## src/rtl/nand_strobe_pkg.sv

```systemverilog
package nand_strobe_pkg;

  localparam logic [31:0] UNLOCK_KEY = 32'h0000_A25E;

  // Phase counter wide enough for the largest field (busy, 5 bits)
  localparam int PHASE_CNT_W = 5;

  typedef enum logic [2:0] {
    ST_IDLE,
    ST_GAP,
    ST_SETUP,
    ST_LOW,
    ST_HIGH,
    ST_HOLD
  } seq_state_t;

  // Packed MSB first: ce_dly occupies [25:24], wr_lo occupies [3:0]
  typedef struct packed {
    logic [1:0] ce_dly;
    logic [4:0] busy;
    logic [2:0] turn;
    logic [3:0] rd_hi;
    logic [3:0] rd_lo;
    logic [3:0] wr_hi;
    logic [3:0] wr_lo;
  } timing_t;

  localparam int TIMING_W = $bits(timing_t);

endpackage

```

## src/rtl/nand_strobe_regs.sv

```systemverilog
module nand_strobe_regs
  import nand_strobe_pkg::*;
#(
  parameter int              CFG_W        = 32,
  parameter int              ADDR_W       = 2,
  parameter logic [CFG_W-1:0] RESET_TIMING = '0
) (
  input  logic              clk,
  input  logic              rst,
  input  logic              cfg_we,
  input  logic [ADDR_W-1:0] cfg_addr,
  input  logic [CFG_W-1:0]  cfg_wdata,
  output timing_t           timing,
  output logic              ce_normal
);

  localparam logic [ADDR_W-1:0] A_LOCK   = ADDR_W'(0);
  localparam logic [ADDR_W-1:0] A_TIMING = ADDR_W'(1);
  localparam logic [ADDR_W-1:0] A_CECTL  = ADDR_W'(2);

  logic unlocked;
  logic unused_hi;

  assign unused_hi = ^cfg_wdata[CFG_W-1:TIMING_W];

  always_ff @(posedge clk) begin
    if (rst) begin
      timing    <= timing_t'(RESET_TIMING[TIMING_W-1:0]);
      ce_normal <= 1'b1;
      unlocked  <= 1'b0;
    end else if (cfg_we) begin
      if (cfg_addr == A_LOCK) begin
        unlocked <= (cfg_wdata == CFG_W'(UNLOCK_KEY));
      end else if (cfg_addr == A_TIMING) begin
        if (unlocked) timing <= timing_t'(cfg_wdata[TIMING_W-1:0]);
        unlocked <= 1'b0;
      end else if (cfg_addr == A_CECTL) begin
        if (unlocked) ce_normal <= cfg_wdata[0];
        unlocked <= 1'b0;
      end
    end
  end

endmodule

```

## src/rtl/nand_strobe_seq.sv

```systemverilog
module nand_strobe_seq
  import nand_strobe_pkg::*;
#(
  parameter int DATA_W = 8
) (
  input  logic              clk,
  input  logic              rst,
  input  timing_t           timing,
  input  logic              ce_normal,
  input  logic              xfer_req,
  input  logic              xfer_rd,
  input  logic              xfer_cmd,
  input  logic [DATA_W-1:0] xfer_wdata,
  input  logic [DATA_W-1:0] dq_in,
  output logic              ready,
  output logic              done,
  output logic [DATA_W-1:0] rdata,
  output logic [DATA_W-1:0] dq_out,
  output logic              dq_oe,
  output logic              ce_n,
  output logic              re_n,
  output logic              we_n
);

  localparam int CNT_W = PHASE_CNT_W;

  seq_state_t        st, st_n;
  logic [CNT_W-1:0]  cnt, cnt_n;
  logic              rd_q, rd_n, cmd_q, cmd_n;
  logic [DATA_W-1:0] wd_q, wd_n;
  logic              last, active_n;

  assign last = (cnt == '0);

  always_comb begin
    st_n  = st;
    cnt_n = last ? '0 : cnt - CNT_W'(1);
    rd_n  = rd_q;
    cmd_n = cmd_q;
    wd_n  = wd_q;
    unique case (st)
      ST_IDLE: if (xfer_req) begin
        rd_n  = xfer_rd;
        cmd_n = xfer_cmd;
        wd_n  = xfer_wdata;
        // rd_q still holds the direction of the previous transfer
        if (rd_q && !xfer_rd) begin
          st_n  = ST_GAP;
          cnt_n = CNT_W'(timing.turn);
        end else begin
          st_n  = ST_SETUP;
          cnt_n = CNT_W'(timing.ce_dly);
        end
      end
      ST_GAP: if (last) begin
        st_n  = ST_SETUP;
        cnt_n = CNT_W'(timing.ce_dly);
      end
      ST_SETUP: if (last) begin
        st_n  = ST_LOW;
        cnt_n = rd_q ? CNT_W'(timing.rd_lo) : CNT_W'(timing.wr_lo);
      end
      ST_LOW: if (last) begin
        st_n  = ST_HIGH;
        cnt_n = rd_q ? CNT_W'(timing.rd_hi) : CNT_W'(timing.wr_hi);
      end
      ST_HIGH: if (last) begin
        st_n  = cmd_q ? ST_HOLD : ST_IDLE;
        cnt_n = CNT_W'(timing.busy);
      end
      ST_HOLD: if (last) st_n = ST_IDLE;
      default: st_n = ST_IDLE;
    endcase
  end

  assign active_n = (st_n == ST_SETUP) || (st_n == ST_LOW) || (st_n == ST_HIGH);

  always_ff @(posedge clk) begin
    if (rst) begin
      st     <= ST_IDLE;
      cnt    <= '0;
      rd_q   <= 1'b0;
      cmd_q  <= 1'b0;
      wd_q   <= '0;
      ready  <= 1'b1;
      done   <= 1'b0;
      rdata  <= '0;
      dq_out <= '0;
      dq_oe  <= 1'b0;
      ce_n   <= 1'b1;
      re_n   <= 1'b1;
      we_n   <= 1'b1;
    end else begin
      st     <= st_n;
      cnt    <= cnt_n;
      rd_q   <= rd_n;
      cmd_q  <= cmd_n;
      wd_q   <= wd_n;
      ready  <= (st_n == ST_IDLE);
      done   <= (st == ST_HIGH) && last;
      dq_out <= wd_n;
      dq_oe  <= active_n && !rd_n;
      ce_n   <= ce_normal ? !active_n : 1'b0;
      we_n   <= !((st_n == ST_LOW) && !rd_n);
      re_n   <= !((st_n == ST_LOW) && rd_n);
      if ((st == ST_LOW) && last && rd_q) rdata <= dq_in;
    end
  end

endmodule

```

## src/rtl/nand_strobe_gen.sv

```systemverilog
module nand_strobe_gen
  import nand_strobe_pkg::*;
#(
  parameter int               DATA_W       = 8,
  parameter int               CFG_W        = 32,
  parameter int               ADDR_W       = 2,
  parameter logic [CFG_W-1:0] RESET_TIMING = '0
) (
  input  logic              clk,
  input  logic              rst,
  input  logic              cfg_we,
  input  logic [ADDR_W-1:0] cfg_addr,
  input  logic [CFG_W-1:0]  cfg_wdata,
  input  logic              xfer_req,
  input  logic              xfer_rd,
  input  logic              xfer_cmd,
  input  logic [DATA_W-1:0] xfer_wdata,
  output logic              xfer_ready,
  output logic              xfer_done,
  output logic [DATA_W-1:0] xfer_rdata,
  input  logic [DATA_W-1:0] nand_dq_in,
  output logic [DATA_W-1:0] nand_dq_out,
  output logic              nand_dq_oe,
  output logic              nand_ce_n,
  output logic              nand_re_n,
  output logic              nand_we_n
);

  timing_t timing;
  logic    ce_normal;

  nand_strobe_regs #(
    .CFG_W       (CFG_W),
    .ADDR_W      (ADDR_W),
    .RESET_TIMING(RESET_TIMING)
  ) i_regs (
    .clk      (clk),
    .rst      (rst),
    .cfg_we   (cfg_we),
    .cfg_addr (cfg_addr),
    .cfg_wdata(cfg_wdata),
    .timing   (timing),
    .ce_normal(ce_normal)
  );

  nand_strobe_seq #(
    .DATA_W(DATA_W)
  ) i_seq (
    .clk       (clk),
    .rst       (rst),
    .timing    (timing),
    .ce_normal (ce_normal),
    .xfer_req  (xfer_req),
    .xfer_rd   (xfer_rd),
    .xfer_cmd  (xfer_cmd),
    .xfer_wdata(xfer_wdata),
    .dq_in     (nand_dq_in),
    .ready     (xfer_ready),
    .done      (xfer_done),
    .rdata     (xfer_rdata),
    .dq_out    (nand_dq_out),
    .dq_oe     (nand_dq_oe),
    .ce_n      (nand_ce_n),
    .re_n      (nand_re_n),
    .we_n      (nand_we_n)
  );

endmodule

```

## config.mk

```make
export PLATFORM = sky130hd
export DESIGN_NAME = nand_strobe_gen
export DESIGN_NICKNAME = d
export VERILOG_FILES = /design/src/rtl/nand_strobe_pkg.sv /design/src/rtl/nand_strobe_regs.sv /design/src/rtl/nand_strobe_seq.sv /design/src/rtl/nand_strobe_gen.sv
export SDC_FILE = /design/constraint.sdc
export NUM_CORES = 1
export LEC_CHECK = 0
export CAP_MARGIN = 20
export CORE_AREA = 2 2 80 82
export DETAILED_ROUTE_END_ITERATION = 10
export DIE_AREA = 0 0 82 84
export PLACE_DENSITY = 0.76
export SLEW_MARGIN = 5
export SYNTH_ARGS = -nofsm -noshare
export SYNTH_HDL_FRONTEND = slang
export SYNTH_HIERARCHICAL = 1
export SYNTH_SLANG_ARGS = --single-unit
```

## constraint.sdc

```tcl
create_clock -name clk -period 1.9 [get_ports clk]
set_input_delay 0.38 -clock clk [delete_from_list [all_inputs] [get_ports clk]]
set_output_delay 0.38 -clock clk [all_outputs]
set_load 0.01 [all_outputs]
```

==> results_dict.tcl <==
set metrics [dict create \
    status "finished, final reports clean" \
    clock_power_share_pct 24.8 \
    clk_pin_slew_ns 0.06 \
    worst-path-buf-inv 3 \
    groute.usage.overall_pct 19.6 \
    powerDensity_nw_per_um2 1050 \
    synth.top_cell.area_share_pct 43.7 \
    grt_pass1_wl_um 10400 \
    async_flop_share_pct 0 \
    antenna_found_initial 0 \
    dp_hpwl_um 4810 \
    grt_max_degree 60 \
    p_int_uw 2720 \
    area_growth_pct 39.4 \
    critPathMaxStageDelay_ns 0.32 \
    setup_viol 0 \
    ys.flop_type "dfxtp_1" \
    clock-sinks 60 \
    drt-total-wl_um 6460 \
    synth_seq_cells 60 \
    synth_top_family_by_area "simple AND/OR/NAND/NOR gates" \
    num_vias 2475 \
    synth_top_area_cell "dfxtp_1" \
    p_sw_share_pct 32.5 \
    yosys.area_share.simple_pct 25.7 \
    core_area_um2 6100 \
    critPathTopFamily "compound AO/OA/AOI/OAI gates" \
    fp.dieW_um 82 \
    cp_max_fo 10 \
    fin_util_pct 62.9 \
    netlist_top_cells_count "79 x nand2_1, 60 x dfxtp_1, 29 x a21oi_1" \
    hold_viol 0 \
    finClkSkew_ns 0.00748 \
    fin_setup_tns_ns 0 \
    cts_root_buf "clkbuf_8" \
    htree_levels 3 \
    gp_routability_congestion 0.915 \
    power_uw 4020 \
    crit_slowest_cell "dfxtp_1" \
    pin_count 78 \
    critPathMostFrequentCell "buf_4" \
    critical_path.endpoint_type "flop" \
    ir_drop_v 0.000554 \
    critPathKind "reg2reg" \
    ant_nets 0 \
    fmax_mhz 541 \
    synth.distinct_cells 58 \
    period_share_pct 97.2 \
    first_global_vias 2321 \
    switchingPower_uw 1310 \
    syn_nets 368 \
    cts_hold_buf 0 \
    ys_seq_area_share_pct 43.7 \
    hp-class "in2reg" \
    synth_edf_count 0 \
    drt-initial-drc-count 135 \
    cts_buffers 9 \
    wl_per_cell_um 13.4 \
    power.leakage_uw 0.00143 \
    io_buffers 77 \
    drc 0 \
    grt_overflow 0 \
    via_per_inst 5.12 \
    initial_utilization_pct 45.1 \
    multi_input_area_um2 1390 \
    arrival_ns 2.10 \
    synth-xor-area-share_pct 0.637 \
    tightest_slew_ns 0.440 \
    die_h_um 84 \
    finalMaxSlewViolations 0 \
    seq_area_um2 1200 \
    synth_most_common_cell "nand2_1" \
    die_area_um2 6890 \
    seqPwrFrac_pct 36.4 \
    clk_latency_ns 0.34 \
    share_comb_of_total_power_pct 38.8 \
    drv_cap 0 \
    synth_adder_area_share_pct 0.455 \
    synthMuxAreaShare_pct 6.41 \
    drive_gt1_share_pct 15.5 \
    yosysWarnings 6 \
    crit_chain "inv_1 > ha_1 > buf_4 > nor4b_4 > buf_4 > nor2_1 > a211o_1 > a31oi_1" \
    period_minus_slack_ns 1.85 \
    num-nets-final 459 \
    firstDrtPassIters 4 \
    synth_area_leaders "dfxtp_1 44%, nand2_1 11%, a21oi_1 5.3%" \
    diodes 0 \
    synth_area_um2 2750 \
    rsz0062_at_grt "true" \
    synth_compound_area_share_pct 17.0 \
    slew_headroom_pct 70.6 \
    cts_tree "built" \
    syn_area_per_cell_um2 8.84 \
    synthCells 311 \
    startpoint_type "flop" \
    cts_max_path_buffers 2 \
    num_rows 29 \
    cp.required_ns 2.15 \
    nFillCells 549 \
]
==> logic make-up after synthesis <==
group,after synthesis
xor+xnor,2
buf+inv,23
flops,60
compound gates,70
simple gates,139
fa+ha+maj,1
mux,16
==> state kept, by name, indices dropped and copies added (netlist names) <==
register	flops
i_regs/ce_normal	1
i_seq/we_n	1
i_seq/dq_oe	1
i_seq/done	1
i_seq/re_n	1
i_regs/timing	26
i_seq/wd_q	8
i_seq/ce_n	1
i_seq/st	3
i_regs/unlocked	1
i_seq/rd_q	1
i_seq/rdata	8
i_seq/cnt	5
i_seq/ready	1
i_seq/cmd_q	1
==> final cells by class <==
type,instances,area share (%)
flip-flops and latches,60,31.3
repair buffers,99,25.3
multi-input cells,228,36.1
clock buffers,13,4.14
clock inverters,2,0.261
inverters,4,0.392
well taps,77,2.51
==> power by group through the flow <==
stage               sequential [uW]  clock (uW)  combinational, uW
finish                         1460         998               1560
global placement               1480           0               1460
floorplan                      1500           0                936
CTS                            1460        1030               1500
global route                   1470        1090               1710
detailed placement             1490           0               1480
==> metal layers <==
layer	part of all wire, %	track usage [%]	vias up
met3	6.3	5.74	10
met5	0	0	-
met4	1.8	9.39	0
met1	44	23.7	1121
met2	48	31.3	78
li1	-	-	1266
==> metrics by stage <==
stage	cells	hold WS (ns)	instance area [um2]	setup WS (ns)
6_report	483	0.441	3830	0.0530
3_5_place_dp	467	0.445	3650	-0.0125
2_1_floorplan	311	0.428	2750	0.169
4_1_cts	482	0.441	3820	0.0281
3_3_place_gp	467	0.440	3650	0.0835
5_1_grt	483	0.459	3830	-0.0265
==> worst paths after layout <==
check,start,endpoint,slack (ns),cells after the start
worst max-delay path,i_seq/cnt[0],i_seq/cnt[0],0.05,8
worst min-delay path,rst,i_regs/unlocked,0.44,4
worst max register to register,i_seq/cnt[0],i_seq/cnt[0],0.05,8
worst min register to register,i_regs/timing[13],i_regs/timing[13],0.45,2
==> worst register-to-register path, stage by stage, from the launching register on <==
cell,delay [ns]
dfxtp_1,0.32
inv_1,0.09
ha_1,0.18
buf_4,0.13
nor4b_4,0.30
buf_4,0.24
nor2_1,0.06
a211o_1,0.26
a31oi_1,0.20
==> cell usage in the layout (no fill, tap or decap), drive strengths merged, types with 4 or more instances in the layout <==
| cell type | n |
|---|---|
| o21ai | 6 |
| clkdlybuf4s50 | 76 |
| nor3 | 5 |
| buf | 23 |
| clkbuf | 13 |
| a21oi | 41 |
| dfxtp | 60 |
| nand2 | 80 |
| nor2 | 21 |
| nor4b | 6 |
| inv | 4 |
| mux2i | 12 |
==> what timing repair did <==
action	CTS	global route
buffers inserted	0	1
gates resized for setup	0	1
endpoints found under the setup margin	0	3
(Power assumes the default switching activity.)
